==> config.mk <==
export PLATFORM = sky130hd
export DESIGN_NAME = wide_narrow_buf
export DESIGN_NICKNAME = d
export VERILOG_FILES = /design/src/rtl/wnb_pkg.sv /design/src/rtl/wnb_row_store.sv /design/src/rtl/wnb_addr_split.sv /design/src/rtl/wnb_seq_ctrl.sv /design/src/rtl/wide_narrow_buf.sv
export SDC_FILE = /design/constraint.sdc
export NUM_CORES = 2
export LEC_CHECK = 0
export BUFFER_PORTS_ARGS = -buffer_cell sky130_fd_sc_hd__buf_2
export CAP_MARGIN = 15
export CORE_MARGIN = 5
export CORE_UTILIZATION = 38
export CTS_BUF_LIST = sky130_fd_sc_hd__clkbuf_16
export CTS_CLUSTER_SIZE = 30
export DETAILED_ROUTE_END_ITERATION = 8
export PLACE_DENSITY_LB_ADDON = 0.08
export SETUP_SLACK_MARGIN = 0.15
export SLEW_MARGIN = 20
export SYNTH_ARGS = -nofsm -noshare
export SYNTH_HDL_FRONTEND = slang
export SYNTH_SLANG_ARGS = --single-unit
==> constraint.sdc <==
create_clock -name clk -period 3.1 [get_ports clk]
set_input_delay 0.155 -clock clk [delete_from_list [all_inputs] [get_ports clk]]
set_output_delay 0.155 -clock clk [all_outputs]
set_load 0.02 [all_outputs]
==> src/rtl/wnb_pkg.sv <==
package wnb_pkg;

    // Addressing mode of the narrow read side
    typedef enum logic {
        ST_RANDOM = 1'b0,
        ST_SEQ    = 1'b1
    } rd_mode_e;

endpackage

==> src/rtl/wnb_row_store.sv <==
module wnb_row_store #(
    parameter int ROWS   = 16,
    parameter int LANE_W = 32,
    parameter int RATIO  = 3,
    parameter int LANES  = 4,
    parameter int ROW_W  = 4
) (
    input  logic                      clk,
    input  logic                      wr_en,
    input  logic [ROW_W-1:0]          wr_row,
    input  logic [RATIO*LANE_W-1:0]   wr_data,
    input  logic [ROW_W-1:0]          rd_row,
    output logic [LANES*LANE_W-1:0]   rd_word
);

    localparam int ROW_BITS = LANES * LANE_W;

    logic [ROW_BITS-1:0] mem [ROWS];
    logic [ROW_BITS-1:0] fill;

    // Data lanes take the wide word in order; padding lanes are held at zero
    for (genvar g = 0; g < LANES; g++) begin : g_lane
        if (g < RATIO) begin : g_data
            assign fill[g*LANE_W +: LANE_W] = wr_data[g*LANE_W +: LANE_W];
        end else begin : g_pad
            assign fill[g*LANE_W +: LANE_W] = '0;
        end
    end

    always_ff @(posedge clk) begin
        if (wr_en && (int'(wr_row) < ROWS)) begin
            mem[wr_row] <= fill;
        end
    end

    // Combinational read; the caller registers the selected lane,
    // which yields old-data behaviour on a same-row collision
    assign rd_word = mem[rd_row];

endmodule

==> src/rtl/wnb_addr_split.sv <==
module wnb_addr_split #(
    parameter int ROWS  = 16,
    parameter int RATIO = 3,
    parameter int NA_W  = 6,
    parameter int ROW_W = 4,
    parameter int LI_W  = 2
) (
    input  logic [NA_W-1:0]  addr,
    output logic [ROW_W-1:0] row,
    output logic [LI_W-1:0]  lane,
    output logic             in_range
);

    localparam int RW = $clog2(RATIO) + 1;

    logic [RW-1:0]   rem;
    logic [NA_W-1:0] quo;

    // Restoring long division by RATIO, one address bit per step
    always_comb begin
        rem = '0;
        quo = '0;
        for (int i = NA_W - 1; i >= 0; i--) begin
            rem = {rem[RW-2:0], addr[i]};
            if (rem >= RW'(RATIO)) begin
                rem    = rem - RW'(RATIO);
                quo[i] = 1'b1;
            end
        end
    end

    assign row      = quo[ROW_W-1:0];
    assign lane     = LI_W'(rem);
    assign in_range = (quo < NA_W'(ROWS));

endmodule

==> src/rtl/wnb_seq_ctrl.sv <==
module wnb_seq_ctrl
    import wnb_pkg::*;
#(
    parameter int ROWS  = 16,
    parameter int RATIO = 3,
    parameter int ROW_W = 4,
    parameter int LI_W  = 2
) (
    input  logic             clk,
    input  logic             rst_n,
    input  logic             rd_en,
    input  logic             seq_start,
    input  logic             seq_stop,
    output logic             seq_active,
    output logic [ROW_W-1:0] seq_row,
    output logic [LI_W-1:0]  seq_lane
);

    localparam logic [LI_W-1:0]  LAST_LANE = LI_W'(RATIO - 1);
    localparam logic [ROW_W-1:0] LAST_ROW  = ROW_W'(ROWS - 1);

    rd_mode_e state, state_nx;

    // State register
    always_ff @(posedge clk or negedge rst_n) begin
        if (!rst_n) begin
            state <= ST_RANDOM;
        end else begin
            state <= state_nx;
        end
    end

    // Transitions: T_ENTER, T_RESTART, T_LEAVE
    always_comb begin
        state_nx = state;
        unique case (state)
            ST_RANDOM: if (seq_start) state_nx = ST_SEQ;
            ST_SEQ: begin
                if (seq_start)      state_nx = ST_SEQ;
                else if (seq_stop)  state_nx = ST_RANDOM;
            end
        endcase
    end

    // Outputs
    always_comb begin
        seq_active = 1'b0;
        unique case (state)
            ST_RANDOM: seq_active = 1'b0;
            ST_SEQ:    seq_active = 1'b1;
        endcase
    end

    // Lane and row counters; lane wraps at RATIO, row steps on each wrap
    always_ff @(posedge clk or negedge rst_n) begin
        if (!rst_n) begin
            seq_row  <= '0;
            seq_lane <= '0;
        end else if (seq_start) begin
            seq_row  <= '0;
            seq_lane <= '0;
        end else if (seq_active && rd_en) begin
            if (seq_lane == LAST_LANE) begin
                seq_lane <= '0;
                seq_row  <= (seq_row == LAST_ROW) ? '0 : seq_row + 1'b1;
            end else begin
                seq_lane <= seq_lane + 1'b1;
            end
        end
    end

endmodule

==> src/rtl/wide_narrow_buf.sv <==
module wide_narrow_buf #(
    parameter int ROWS   = 16,
    parameter int LANE_W = 32,
    parameter int RATIO  = 3,
    parameter int ROW_W  = $clog2(ROWS),
    parameter int NA_W   = $clog2(RATIO * ROWS)
) (
    input  logic                    clk,
    input  logic                    rst_n,
    input  logic                    wr_en,
    input  logic [ROW_W-1:0]        wr_row,
    input  logic [RATIO*LANE_W-1:0] wr_data,
    input  logic                    rd_en,
    input  logic [NA_W-1:0]         rd_addr,
    input  logic                    seq_start,
    input  logic                    seq_stop,
    output logic [LANE_W-1:0]       rd_data,
    output logic                    rd_valid
);

    localparam int LI_W  = $clog2(RATIO);
    localparam int LANES = 1 << LI_W;

    logic [LANES*LANE_W-1:0] row_word;
    logic [ROW_W-1:0]        split_row, seq_row, sel_row;
    logic [LI_W-1:0]         split_lane, seq_lane, sel_lane;
    logic                    split_ok, seq_active, sel_ok;

    wnb_row_store #(
        .ROWS(ROWS), .LANE_W(LANE_W), .RATIO(RATIO),
        .LANES(LANES), .ROW_W(ROW_W)
    ) u_store (
        .clk(clk), .wr_en(wr_en), .wr_row(wr_row), .wr_data(wr_data),
        .rd_row(sel_row), .rd_word(row_word)
    );

    wnb_addr_split #(
        .ROWS(ROWS), .RATIO(RATIO), .NA_W(NA_W),
        .ROW_W(ROW_W), .LI_W(LI_W)
    ) u_split (
        .addr(rd_addr), .row(split_row), .lane(split_lane), .in_range(split_ok)
    );

    wnb_seq_ctrl #(
        .ROWS(ROWS), .RATIO(RATIO), .ROW_W(ROW_W), .LI_W(LI_W)
    ) u_seq (
        .clk(clk), .rst_n(rst_n), .rd_en(rd_en),
        .seq_start(seq_start), .seq_stop(seq_stop),
        .seq_active(seq_active), .seq_row(seq_row), .seq_lane(seq_lane)
    );

    assign sel_row  = seq_active ? seq_row  : split_row;
    assign sel_lane = seq_active ? seq_lane : split_lane;
    assign sel_ok   = seq_active | split_ok;

    // Registered narrow output, zero whenever not valid
    always_ff @(posedge clk or negedge rst_n) begin
        if (!rst_n) begin
            rd_valid <= 1'b0;
            rd_data  <= '0;
        end else if (rd_en && sel_ok) begin
            rd_valid <= 1'b1;
            rd_data  <= row_word[sel_lane*LANE_W +: LANE_W];
        end else begin
            rd_valid <= 1'b0;
            rd_data  <= '0;
        end
    end

endmodule

### Word level (Yosys, flattened, before mapping)

Memories as Yosys holds them, arrays and structs flattened.
Index checks and enable logic that the tools add are counted.

| operators by class | value |
|---|---|
| add/subtract/negate cells | 7 |
| multipliers | 0 |
| div/mod/pow operators | 0 |
| $lt $le $gt $ge | 6 |
| equal/unequal tests | 2 |
| shifts and indexed selects | 1 |
| mux-type cells | 28 |
| bitwise logic cells | 2 |
| reductions and logical operators | 5 |

Operators by type and width:

| operator | count |
|---|---|
| $shiftx 128x8->32 | 1 |
| $mux 32 | 1 |
| $mux 4 | 5 |
| $mux 2 | 9 |
| $ge 3x2->1 const B | 4 |
| $mux 1 | 11 |
| $sub 2x2->2 const B | 5 |
| $lt 5x5->1 const B | 1 |
| $add 4x1->4 const B | 1 |
| $eq 4x4->1 const B | 1 |
| $pmux 1 s2 | 2 |
| $reduce_bool 2->1 | 2 |
| $add 2x1->2 const B | 1 |
| $eq 2x2->1 const B | 1 |
| $ge 2x2->1 const B | 1 |
| $logic_and 1x1->1 | 2 |
| $reduce_and 2->1 | 1 |
| $not 1->1 | 1 |
| $or 1x1->1 | 1 |

| word-level totals | value |
|---|---|
| bits in registers | 40 |
| latch bits | 0 |
| RAM bits | 1536 |
| bits in read-only memories | 0 |
| input port bits | 112 |
| output and inout port bits | 33 |
| memories | 1 |

Memory list:

| name | words | bits a word | rd ports | clocked after memory_dff | write ports | line | source |
|---|---|---|---|---|---|---|---|
| u_store.mem | 16 | 96 | 1 | 0 | 1 | wnb_row_store.sv:18 | `logic [ROW_BITS-1:0] mem [ROWS];` |

### Longest topological paths before layout

| depth | value |
|---|---|
| depth in word-level cells | 14 |
| mapped depth | 26 |
| mapped depth without buffers | 21 |

### Modules after synthesis

A second synthesis with hierarchy kept.

| unflattened totals | value |
|---|---|
| cells, all modules | 2837 |
| area, all modules | 61415.2 um^2 |

By module, submodules not included:

| module | instances | cells each | area each (um^2) |
|---|---|---|---|
| wnb_row_store | 1 | 2397 | 57677.8 |
| wide_narrow_buf | 1 | 337 | 2905.3 |
| wnb_addr_split | 1 | 70 | 480.5 |
| wnb_seq_ctrl | 1 | 33 | 351.6 |

### Worst setup path after synthesis

No wires, ideal clock.

| path | value |
|---|---|
| kind | in2reg |
| start point | input port wr_row[2] |
| end point | memory u_store.mem[0][0] (netlist name), enable pin |
| data arrival time | 7.163 ns |
| path slack | -4.733 ns |
| cell stages on the path | 2 |
| buffers on the path | 0 |
| cells stage by stage | or3b_2 nor3_1 |

RTL lines:

| element | line | source |
|---|---|---|
| from (decl) | wide_narrow_buf.sv:11 | `input logic [ROW_W-1:0] wr_row,` |
| to (decl) | wnb_row_store.sv:18 |  |

Straight into the memory's write port.

### Worst setup path after layout

| path | value |
|---|---|
| start point | input port rd_addr[4] |
| end point | register rd_data[1] |

| on the way | value |
|---|---|
| longest elaborated chain between the ends | 14 |
| elaborated cells on any way between the ends | 28 |

Ends and longest elaborated chain:

| element | line | source |
|---|---|---|
| from (decl) | wide_narrow_buf.sv:14 | `input logic [NA_W-1:0] rd_addr,` |
| $sub 2x2->2 / $ge 2x2->1 (equally long branches) | wnb_addr_split.sv:26, wnb_addr_split.sv:25 |  |
| $mux 2 | wnb_addr_split.sv:25 | `if (rem >= RW'(RATIO)) begin` |
| $ge 3x2->1 / $sub 2x2->2 (equally long branches) | wnb_addr_split.sv:25, wnb_addr_split.sv:26 |  |
| $mux 2 | wnb_addr_split.sv:25 |  |
| $ge 3x2->1 / $sub 2x2->2 (equally long branches) | wnb_addr_split.sv:25, wnb_addr_split.sv:26 |  |
| $mux 2 | wnb_addr_split.sv:25 |  |
| $ge 3x2->1 / $sub 2x2->2 (equally long branches) | wnb_addr_split.sv:25, wnb_addr_split.sv:26 |  |
| $mux 2 | wnb_addr_split.sv:25 |  |
| $ge 3x2->1 | wnb_addr_split.sv:25 |  |
| $mux 1 | wnb_addr_split.sv:25 |  |
| $mux 4 / $lt 5x5->1 (equally long branches) | wide_narrow_buf.sv:52, wnb_addr_split.sv:34 |  |
| $mem_v2 16x96 / $or 1x1->1 (equally long branches) | - |  |
| $shiftx 128x8->32 / $logic_and 1x1->1 (equally long branches) | wide_narrow_buf.sv:63, wide_narrow_buf.sv:61 |  |
| $mux 32 * | wide_narrow_buf.sv:61 | `end else if (rd_en && sel_ok) begin` |
| to (signal assigned) | wide_narrow_buf.sv:63 | `rd_data <= row_word[sel_lane*LANE_W +: LANE_W];` |
| to (decl) | wide_narrow_buf.sv:17 | `output logic [LANE_W-1:0] rd_data,` |

Every way passes the cells marked *; elsewhere a longest branch is shown, timed or not.
A chain may end at the register's enable or synchronous reset.

==> impl_metrics.ini <==
[outcome]
outcome = complete, but fails checks
violations = setup timing

[sta]
hold_viol_final = 0
finalCritPeriodShare = 1.342
finalCriticalPeriod_ps = 4160
tightest_slew_ps = 1102
relSlewSlack = 0.2620
fmax_ghz = 0.2404
rsz0062_at_grt = yes
finClkSkew_ps = 24.47
layout_setup_ws_ps = -1060
finalSetupViolCount = 32
slew_viol_final = 0

[floorplan]
num_rows = 147
fp.coreArea_sq_mm = 0.1608
io_pins = 145
die-height_microns = 412.4
initial_core_util = 0.3827
die_width_microns = 412.4
dieArea_sq_mm = 0.1700

[cells_and_area]
fillCellCount = 13910
drive_gt1_frac = 0.2286
syn_to_final_growth_pct = 24.17
nNetsFinal = 4546
finalCoreUtilization = 0.4752
stdcell_count = 6739

[placement]
dpl.hpwl_microns = 110400
pre_cts_ws_ps = -2305
gp_congestion = 0.7654
port_buffers = 144
dpl.cell_count = 6260

[cts]
cts_buffer_depth = 3
cts_max_level = 4
insertion_delay_ps = 800
clock-sinks = 1576
cts_inserted_buffers = 172
cts_tree = yes
cts_root_buffer = clkbuf_16
path_clk_slew_ps = 60

[route]
vias_per_cell = 5.402
drcViolationCount = 0
drt_iter0_markers = 3478
final_antenna_net_count = 0
first_pass_iters = 5
drt-total-wl_microns = 188500
avgRoutedWirePerCell_microns = 27.97
dr_total_vias = 36410

[synthesis]
synthAdderAreaFrac = 0.001017
syn_inst = 3819
synth_area_leader_cell = edfxtp_1
synth_xor_area_frac = 0.0002847
synth_area_leaders = edfxtp_1 (75%), nand2_1 (4.8%), mux2i_1 (4.6%)
synthDistinctLibCells = 59
synth_top_family_by_area = multiplexers
synth-async-reset-ratio = 0.02538
synth_enable_flop_cells = 1536
synth_area_sq_mm = 0.06152
synth.most_common_cell = edfxtp_1
synth_compound_area_frac = 0.04251
synth_seq_area_share = 0.7660
yosys.area_share.simple = 0.08485
ys_ff_latch = 1576
synth_mux_area_frac = 0.08947
syn-num-nets = 3936
yosys-top-cells-count = edfxtp_1 (1536), nand2_1 (783), mux2i_1 (281)
yosys_warnings = 0
synth_flop_cell = edfxtp_1
synth_area_per_cell_sq_um = 16.11
synth_top_area_frac = 0.7498

[worst_setup_path]
critical_path.endpoint_type = register
crit_slowest_cell = o211ai_1
cp-start-kind = primary input
cp_common_cell = buf_4
crit_type = in2reg
cp.arrival_ps = 4780
cp_max_fo = 13
cp.required_ps = 3720
ff2ff_setup_slack_ps = -130
max_stage_delay_ps = 900

[global_routing]
grt_max_degree = 77
grt_pass1_vias = 36340
grt_usage = 0.2207
grt_remaining_overflow = 0
antenna_found_initial = 14
grt_first_pass_wirelength_microns = 269200

[flow_run]
maxCapViolations = 0

[power_and_ir_drop]
max-vdd-ir-drop_mv = 0.5639
power.density_mw_per_mm2 = 646.4
p_leak_nw = 26.70

[worst_hold_path]
hp-class = in2reg
critical path: cells and delay by family:
kind	cells	cell delay (ps)
compound gates	8	1920
buf+inv	6	830
simple gates	6	950
xor+xnor	1	150
fa+ha+maj	4	720
final timing paths:
check	startpoint	cells after the start	endpoint
worst max-delay path	rd_addr[4]	25	rd_data[1]$_DFF_PN0_
worst min-delay path	seq_start	3	u_seq.seq_row[2]$_DFFE_PN0P_
worst max register to register	u_seq.state$_DFF_PN0_	10	rd_data[1]$_DFF_PN0_
worst min register to register	u_seq.seq_lane[1]$_DFFE_PN0P_	2	u_seq.seq_lane[1]$_DFFE_PN0P_
max in group asynchronous	rst_n	4	u_seq.seq_row[1]$_DFFE_PN0P_
min in group asynchronous	rst_n	3	u_seq.seq_lane[1]$_DFFE_PN0P_
area by class of cell:
class                   instances  area [sq um]  area share
clock inverters               143         903.4     0.01183
inverters                       4         15.01   0.0001965
repair buffers                664          6799     0.08900
diodes                          8         20.02   0.0002621
flip-flops and latches       1576         47130      0.6169
well taps                    2160          2703     0.03538
clock buffers                 173          4329     0.05667
multi-input cells            2011         14500      0.1898
state kept, by name, indices dropped and copies added, names as in the netlist:
signal,count
u_store.mem,1536
rd_valid,1
rd_data,32
u_seq.seq_row,4
u_seq.seq_lane,2
u_seq.state,1
power by group:
| part | switching, mW | internal [mW] | total [mW] |
|---|---|---|---|
| sequential | 0.187 | 23.9 | 24.1 |
| clock | 8.37 | 10.7 | 19.1 |
| combinational | 3.66 | 2.56 | 6.22 |
stage by stage:
step	area [sq um]	hold WS, ps	TNS (ps)	total power [mW]
2_1_floorplan	62090	-140.6	-112130	27.34
3_3_place_gp	68730	307.5	-56470	30.22
3_5_place_dp	68730	306.2	-57280	30.22
4_1_cts	76080	111.0	-22560	49.83
5_1_grt	76380	181.4	-31460	51.22
6_report	76390	177.7	-26750	49.38
logic make-up after synthesis:
kind of cell / count (synthesis)
adder cells (fa/ha/maj): 5
multiplexers: 414
AND/OR/NAND/NOR: 1222
buffers and inverters: 232
AO/OA/AOI/OAI: 368
XOR/XNOR: 2
flip-flops: 1576
routing by layer:
layer / wire length [microns] / vias up / share of wire / global-route usage
met3: 10120 / 208 / 0.054 / 0.03854
met1: 88780 / 19180 / 0.47 / 0.3283
met2: 86300 / 962 / 0.46 / 0.3426
met4: 3273 / 4 / 0.017 / 0.04624
li1: - / 16060 / - / -
met5: 21 / - / 0.00011 / 0
placed cells by master, fill, tap and decap left out, types with 25 or more instances in the layout:
cell	count
nand3_1	261
and3_1	58
nor2_1	39
mux2i_1	276
clkinv_2	27
dfrtp_1	40
inv_1	52
dlygate4sd3_1	109
nand2_1	779
clkinv_1	46
o22ai_1	26
clkbuf_16	174
a31oi_1	75
o211ai_1	28
buf_12	120
buf_4	261
edfxtp_1	1536
a21oi_1	57
o221ai_1	25
buf_2	142
mux4_2	106
mux2_4	26
what timing repair did:
action | 4_1_cts | 5_1_grt
setup buffers | 29 | 8
gates resized for setup | 96 | 36
hold endpoints to repair | 1593 | 0
setup endpoints to repair | 32 | 32
pin swaps | 17 | 18
cloned | 8 | 1
hold buffers | 109 | 0
Note: power is estimated with default switching activity, not from simulation.
